[src/rtl/wbc_pkg.sv]
package wbc_pkg;
    parameter int ADDR_W = 32;
    parameter int DATA_W = 32;
    parameter int LINES  = 16;
    parameter int WORDS  = 4;

    localparam int BYTE_BITS = $clog2(DATA_W / 8);
    localparam int WORD_BITS = $clog2(WORDS);
    localparam int IDX_BITS  = $clog2(LINES);
    localparam int TAG_W     = ADDR_W - IDX_BITS - WORD_BITS - BYTE_BITS;

    typedef enum logic [1:0] {
        ST_IDLE,
        ST_EVICT,
        ST_FILL,
        ST_FLUSH
    } ctl_state_e;

    typedef struct packed {
        ctl_state_e                           fsm;
        logic [ADDR_W-1:0]                    addr;
        logic [WORD_BITS-1:0]                 cnt;
        logic [IDX_BITS-1:0]                  fl_line;
        logic [LINES-1:0]                     valid;
        logic [LINES-1:0][WORDS-1:0]          dirty;
        logic [LINES-1:0][TAG_W-1:0]          tag;
    } ctl_regs_t;

    function automatic logic [IDX_BITS-1:0] f_idx(input logic [ADDR_W-1:0] a);
        return a[BYTE_BITS+WORD_BITS +: IDX_BITS];
    endfunction

    function automatic logic [WORD_BITS-1:0] f_word(input logic [ADDR_W-1:0] a);
        return a[BYTE_BITS +: WORD_BITS];
    endfunction

    function automatic logic [TAG_W-1:0] f_tag(input logic [ADDR_W-1:0] a);
        return a[ADDR_W-1 -: TAG_W];
    endfunction

    function automatic logic [ADDR_W-1:0] f_mk(input logic [TAG_W-1:0] t,
                                               input logic [IDX_BITS-1:0] i,
                                               input logic [WORD_BITS-1:0] w);
        return {t, i, w, {BYTE_BITS{1'b0}}};
    endfunction
endpackage

[src/rtl/wbc_dirty_pick.sv]
module wbc_dirty_pick #(
    parameter int WORDS     = 4,
    parameter int WORD_BITS = $clog2(WORDS)
) (
    input  logic [WORDS-1:0]     dirty,
    output logic                 any,
    output logic [WORD_BITS-1:0] word
);
    always_comb begin
        word = '0;
        for (int i = WORDS - 1; i >= 0; i--) begin
            if (dirty[i]) word = WORD_BITS'(i);
        end
        any = |dirty;
    end
endmodule

[src/rtl/wbc_data_ram.sv]
module wbc_data_ram #(
    parameter int LINES     = 16,
    parameter int WORDS     = 4,
    parameter int DATA_W    = 32,
    parameter int IDX_BITS  = $clog2(LINES),
    parameter int WORD_BITS = $clog2(WORDS)
) (
    input  logic                 clk,
    input  logic                 we,
    input  logic [IDX_BITS-1:0]  w_line,
    input  logic [WORD_BITS-1:0] w_word,
    input  logic [DATA_W-1:0]    w_data,
    input  logic [IDX_BITS-1:0]  r_line,
    input  logic [WORD_BITS-1:0] r_word,
    output logic [DATA_W-1:0]    r_data
);
    localparam int DEPTH = LINES * WORDS;

    logic [DATA_W-1:0] store_q [DEPTH];

    always_ff @(posedge clk) begin
        if (we) store_q[{w_line, w_word}] <= w_data;
    end

    assign r_data = store_q[{r_line, r_word}];
endmodule

[src/rtl/wbc_cache.sv]
module wbc_cache
    import wbc_pkg::*;
(
    input  logic              clk,
    input  logic              rst_n,
    input  logic              cpu_req,
    input  logic              cpu_we,
    input  logic [ADDR_W-1:0] cpu_addr,
    input  logic [DATA_W-1:0] cpu_wdata,
    output logic [DATA_W-1:0] cpu_rdata,
    output logic              cpu_stall,
    input  logic              inv_req,
    input  logic [ADDR_W-1:0] inv_addr,
    input  logic              flush_req,
    output logic              mem_req,
    output logic              mem_we,
    output logic [ADDR_W-1:0] mem_addr,
    output logic [DATA_W-1:0] mem_wdata,
    input  logic [DATA_W-1:0] mem_rdata,
    input  logic              mem_ack
);
    ctl_regs_t st_q, st_d;

    logic [IDX_BITS-1:0]  cpu_idx, miss_idx, inv_idx, wb_line, r_line, w_line;
    logic [WORD_BITS-1:0] cpu_word, pick_word, r_word, w_word;
    logic                 hit, inv_hit, pick_any, ram_we;
    logic [DATA_W-1:0]    ram_rdata, ram_wdata;

    assign cpu_idx  = f_idx(cpu_addr);
    assign cpu_word = f_word(cpu_addr);
    assign miss_idx = f_idx(st_q.addr);
    assign inv_idx  = f_idx(inv_addr);
    assign hit      = st_q.valid[cpu_idx] && (st_q.tag[cpu_idx] == f_tag(cpu_addr));
    assign inv_hit  = st_q.valid[inv_idx] && (st_q.tag[inv_idx] == f_tag(inv_addr));
    assign wb_line  = (st_q.fsm == ST_FLUSH) ? st_q.fl_line : miss_idx;

    wbc_dirty_pick #(.WORDS(WORDS)) u_pick (
        .dirty (st_q.dirty[wb_line]),
        .any   (pick_any),
        .word  (pick_word)
    );

    wbc_data_ram #(.LINES(LINES), .WORDS(WORDS), .DATA_W(DATA_W)) u_ram (
        .clk    (clk),
        .we     (ram_we),
        .w_line (w_line),
        .w_word (w_word),
        .w_data (ram_wdata),
        .r_line (r_line),
        .r_word (r_word),
        .r_data (ram_rdata)
    );

    always_comb begin
        st_d      = st_q;
        ram_we    = 1'b0;
        w_line    = cpu_idx;
        w_word    = cpu_word;
        ram_wdata = cpu_wdata;
        r_line    = cpu_idx;
        r_word    = cpu_word;
        mem_req   = 1'b0;
        mem_we    = 1'b0;
        mem_addr  = '0;
        mem_wdata = ram_rdata;
        cpu_stall = 1'b1;

        unique case (st_q.fsm)
            ST_IDLE: begin
                if (inv_req) begin
                    if (inv_hit) begin
                        st_d.valid[inv_idx] = 1'b0;
                        st_d.dirty[inv_idx] = '0;
                    end
                end else if (flush_req) begin
                    st_d.fsm     = ST_FLUSH;
                    st_d.fl_line = '0;
                end else if (cpu_req && !hit) begin
                    st_d.addr = cpu_addr;
                    st_d.cnt  = '0;
                    st_d.fsm  = (st_q.valid[cpu_idx] && |st_q.dirty[cpu_idx]) ? ST_EVICT : ST_FILL;
                end else begin
                    cpu_stall = 1'b0;
                    if (cpu_req && cpu_we) begin
                        ram_we = 1'b1;
                        st_d.dirty[cpu_idx][cpu_word] = 1'b1;
                    end
                end
            end
            ST_EVICT, ST_FLUSH: begin
                r_line = wb_line;
                r_word = pick_word;
                if (pick_any) begin
                    mem_req  = 1'b1;
                    mem_we   = 1'b1;
                    mem_addr = f_mk(st_q.tag[wb_line], wb_line, pick_word);
                    if (mem_ack) st_d.dirty[wb_line][pick_word] = 1'b0;
                end else if (st_q.fsm == ST_EVICT) begin
                    st_d.fsm = ST_FILL;
                end else if (st_q.fl_line == IDX_BITS'(LINES - 1)) begin
                    st_d.fsm = ST_IDLE;
                end else begin
                    st_d.fl_line = st_q.fl_line + 1'b1;
                end
            end
            ST_FILL: begin
                mem_req   = 1'b1;
                mem_addr  = f_mk(f_tag(st_q.addr), miss_idx, st_q.cnt);
                w_line    = miss_idx;
                w_word    = st_q.cnt;
                ram_wdata = mem_rdata;
                if (mem_ack) begin
                    ram_we   = 1'b1;
                    st_d.cnt = st_q.cnt + 1'b1;
                    if (st_q.cnt == WORD_BITS'(WORDS - 1)) begin
                        st_d.tag[miss_idx]   = f_tag(st_q.addr);
                        st_d.valid[miss_idx] = 1'b1;
                        st_d.dirty[miss_idx] = '0;
                        st_d.fsm             = ST_IDLE;
                    end
                end
            end
            default: st_d.fsm = ST_IDLE;
        endcase
    end

    assign cpu_rdata = ram_rdata;

    always_ff @(posedge clk) begin
        if (!rst_n) begin
            st_q     <= '0;
            st_q.fsm <= ST_IDLE;
        end else begin
            st_q <= st_d;
        end
    end

    // a waiting memory request holds its address, direction and data
    assert_mem_hold_R9: assert property (@(posedge clk) disable iff (!rst_n)
        (mem_req && !mem_ack) |=> (mem_req && $stable(mem_addr) && $stable(mem_we) && $stable(mem_wdata)));

    // a busy controller always stalls the processor
    assert_busy_stalls_R9: assert property (@(posedge clk) disable iff (!rst_n)
        (st_q.fsm != ST_IDLE) |-> cpu_stall);

    // every memory write targets a word still marked dirty
    assert_wb_dirty_only_R6: assert property (@(posedge clk) disable iff (!rst_n)
        (mem_req && mem_we) |-> st_q.dirty[f_idx(mem_addr)][f_word(mem_addr)]);

    // the last fill beat leaves a valid, clean line
    assert_fill_clean_R4: assert property (@(posedge clk) disable iff (!rst_n)
        (st_q.fsm == ST_FILL && mem_ack && st_q.cnt == WORD_BITS'(WORDS - 1))
        |=> (st_q.valid[f_idx(st_q.addr)] && st_q.dirty[f_idx(st_q.addr)] == '0));

    // a completed store leaves its word dirty
    assert_store_dirty_R3: assert property (@(posedge clk) disable iff (!rst_n)
        (cpu_req && cpu_we && !cpu_stall)
        |=> st_q.dirty[$past(f_idx(cpu_addr))][$past(f_word(cpu_addr))]);

    // after an invalidate, the named address no longer hits
    assert_inv_drops_R7: assert property (@(posedge clk) disable iff (!rst_n)
        (st_q.fsm == ST_IDLE && inv_req)
        |=> !(st_q.valid[$past(f_idx(inv_addr))] && st_q.tag[$past(f_idx(inv_addr))] == $past(f_tag(inv_addr))));
endmodule

[config.mk]
export PLATFORM = sky130hd
export DESIGN_NAME = wbc_cache
export DESIGN_NICKNAME = d
export VERILOG_FILES = /design/src/rtl/wbc_pkg.sv /design/src/rtl/wbc_dirty_pick.sv /design/src/rtl/wbc_data_ram.sv /design/src/rtl/wbc_cache.sv
export SDC_FILE = /design/constraint.sdc
export NUM_CORES = 2
export LEC_CHECK = 0
export ABC_AREA = 1
export BUFFER_PORTS_ARGS = -buffer_cell sky130_fd_sc_hd__buf_2
export CAP_MARGIN = 15
export CELL_PAD_IN_SITES_DETAIL_PLACEMENT = 1
export CELL_PAD_IN_SITES_GLOBAL_PLACEMENT = 2
export CORE_UTILIZATION = 38
export CTS_BUF_LIST = sky130_fd_sc_hd__clkbuf_8
export CTS_CLUSTER_DIAMETER = 200
export DETAILED_ROUTE_END_ITERATION = 12
export GPL_TIMING_DRIVEN = 0
export PLACE_DENSITY_LB_ADDON = 0.1
export SETUP_SLACK_MARGIN = 0.3
export SYNTH_ARGS = -nofsm -noshare
export SYNTH_HDL_FRONTEND = slang
export SYNTH_SLANG_ARGS = --single-unit
[constraint.sdc]
create_clock -name clk -period 4.2 [get_ports clk]
set_input_delay 0.42 -clock clk [delete_from_list [all_inputs] [get_ports clk]]
set_output_delay 0.42 -clock clk [all_outputs]
set_load 0.005 [all_outputs]
==> impl_metrics.toml <==
[status]
status = "finished, violations left"
violations = "negative setup slack"

[power_and_ir_drop]
p_int_mw = 46.1
power_density_nw_per_um2 = 512
clockPowerShare_pct = 30.6
max-vdd-ir-drop_mv = 0.356
switching_share_pct = 38.0
power_leakage_nw = 56.2
p_seq_share_pct = 40.0
combinationalPowerShare_pct = 29.4
p_switching_mw = 28.3
finalPower_mw = 74.3

[synth]
syn_avg_cell_area_um2 = 9.44
synth-seq-area-share_pct = 61.0
yosys.cell_count.top_type = "nand2_1"
synth_cells = 12422
synth_top_flop_cell = "edfxtp_1"
synth_warnings = 0
netlist_top_cells_count = "nand2_1, nand3_1, edfxtp_1"
yosys.area.top_type = "edfxtp_1"
ys_top_cells_by_area = "edfxtp_1, nand2_1, nand3_1"
synthArstFlopShare_pct = 0
synth_top_area_share_pct = 52.4
synth.cell_area_um2 = 117000
synth-edff-count = 2048
synthDistinctLibCells = 49
synth_seq_cells = 2548

[global_route]
grt.overflow.total = 0
first_global_vias = 110469
grt_max_degree = 65
grt_antenna_before_repair = 43
grt_pass1_wl_mm = 947
gr-usage-all-layers_pct = 44.8

[critical_path]
crit_top_cell = "nand2_1"
crit_chain = "buf_2, inv_1, nand2_1, inv_2, clkbuf_1, buf_2, a22oi_1, nand2_1, nand2_1, nand4_1, xor2_1, nor2_1, nand3_1, nor2_1, nand2_1, nand2_1, nand3_2, clkbuf_1, nand2_1, inv_1, nor2_1"
cp_max_fo = 10
setup.worst_path.end_class = "flop"
cp.required_ps = 5190
reg2reg_slack_ps = -730
cp_slowest_cell = "clkbuf_1"
worstSetupPathType = "in2reg"
arrival_ps = 6840
critical_path.max_stage_delay_ps = 1040
start_kind = "input port"

[route]
wire_per_inst_um = 39.7
dr_total_vias = 112947
drcViolationCount = 0
drt-initial-drc-count = 15171
dr.pass1.iters = 7
drtAntennaViolNets = 0
vias_per_cell = 6.28
drt_wl_total_mm = 715

[cts]
clock-sinks = 2548
insertion_delay_ps = 1190
cts_tree = "yes"
cts_max_level = 5
clk_pin_slew_ps = 60
numCtsBuffers = 448
cts.path.max_buffers = 4
clockRootBuffer = "clkbuf_8"

[final_layout]
drive_gt1_share_pct = 16.6
utilization_pct = 47.3
area_growth_pct = 23.7
nets = 13654
fillers = 34240
final_cells = 17997

[die]
start_util_pct = 38.3
num_rows = 203
core_um2 = 307000
die_w_um = 558
ios = 234
die_area_um2 = 311000
die_h_um = 558

[sta]
final.min_clock_period_ps = 5860
maxSlewViolCount = 0
post-route-period-util_pct = 139
finClkSkew_ps = 107
setup_slack_ps = -1660
relSlewSlack_pct = 8.64
rsz0062_at_grt = "yes"
finalHoldViolations = 0
worst_slew_pin_slew_ps = 1370
setup_viol = 2465
fmax_mhz = 171

[placement]
numPortBuffers = 219
dpl.hpwl_mm = 514
gp_congestion = 1.01
post-place-cells = 16978

[min_path]
hold_path.class = "in2reg"

[job]
drv_cap = 0
-- metal layers --
layer	track usage [%]	share of wire, %	vias up
met2	68.3	44	7579
met4	37.5	9.9	24
met5	0	0.020	-
li1	-	-	45826
met3	10.9	10	2363
met1	53.4	36	57155
-- placed cells by master, fill, tap and decap left out, drive strengths merged, types with 15 or more instances in the layout --
master	instances
a311oi	15
edfxtp	2048
clkinv	190
nor3	42
nand4	67
nor2	417
buf	979
o221ai	24
or2	31
nand3b	252
o21ai	572
clkbuf	1036
diode	23
a22oi	376
o311ai	33
a21oi	504
nand2	3293
dfxtp	500
inv	835
nand3	2198
o22ai	290
dlygate4sd3	83
-- repair_timing --
action | 4_1_cts | 5_1_grt
endpoints found under the setup margin | 3083 | 2813
buffers inserted | 72 | 14
resized for setup | 1049 | 435
hold buffers | 83 | 0
cloned | 11 | 7
endpoints found under the hold margin | 381 | 0
pin swaps | 113 | 128
-- metrics by stage --
stage                     area [µm²]  setup slack (ps)  setup TNS (ps)  hold slack, ps
after floorplan               117000              -202         -305760             444
after global placement        124000             -7470               -             456
after detailed placement      129000             -3440        -6694210             460
after CTS                     143000             -1520         -941560           0.476
after global routing          145000             -1550        -1320900            50.5
final                         145000             -1660        -1504260            65.9
-- path summary, 6_finish.rpt --
kind                                     from                    end  cells after the start
worst max-delay path              inv_addr[4]              st_q[390]                     21
worst min-delay path            cpu_wdata[19]  u_ram.store_q[26][19]                      4
worst max register to register           flop   u_ram.store_q[8][24]                     19
worst min register to register      st_q[481]              st_q[481]                      2
-- power by group through the flow --
stage                     sequential [mW]  clock (mW)  combinational (mW)
after floorplan                      30.2           0                8.47
after global placement               30.7           0                17.2
after detailed placement             30.2           0                18.7
after CTS                            29.7        22.7                20.4
after global routing                 29.7        23.7                22.2
final                                29.7        22.7                21.9
-- logic make-up (layout without fill, tap and decap cells) --
family | after synthesis | in the layout | share of synthesized area, %
xor+xnor | 17 | 17 | 0.127
other cells | 1 | 25 | 0.00320
buf+inv | 1700 | 3149 | 5.93
simple gates | 6308 | 6310 | 23.6
flops | 2548 | 2548 | 61.0
fa+ha+maj | 2 | 2 | 0.0213
compound gates | 1846 | 1846 | 9.33
-- critical path: cells and delay by family --
kind	cells	cell delay, ps
and+or+nand+nor	12	2900
xor gates and xnor gates	1	190
buffers and inverters	7	3100
AOI/OAI and AO/OA	1	150
-- layout make-up --
| type | instances | area [µm²] | area share [%] |
|---|---|---|---|
| diodes | 23 | 57.6 | 0.0397 |
| clock inverters | 329 | 1840 | 1.27 |
| well taps | 4100 | 5130 | 3.54 |
| inverters | 709 | 2680 | 1.85 |
| flip-flops and latches | 2548 | 71500 | 49.3 |
| clock buffers | 478 | 6580 | 4.53 |
| repair buffers | 642 | 8270 | 5.70 |
| plain buffers | 991 | 6430 | 4.43 |
| multi-input cells | 8177 | 42600 | 29.3 |
(Power assumes the default switching activity.)
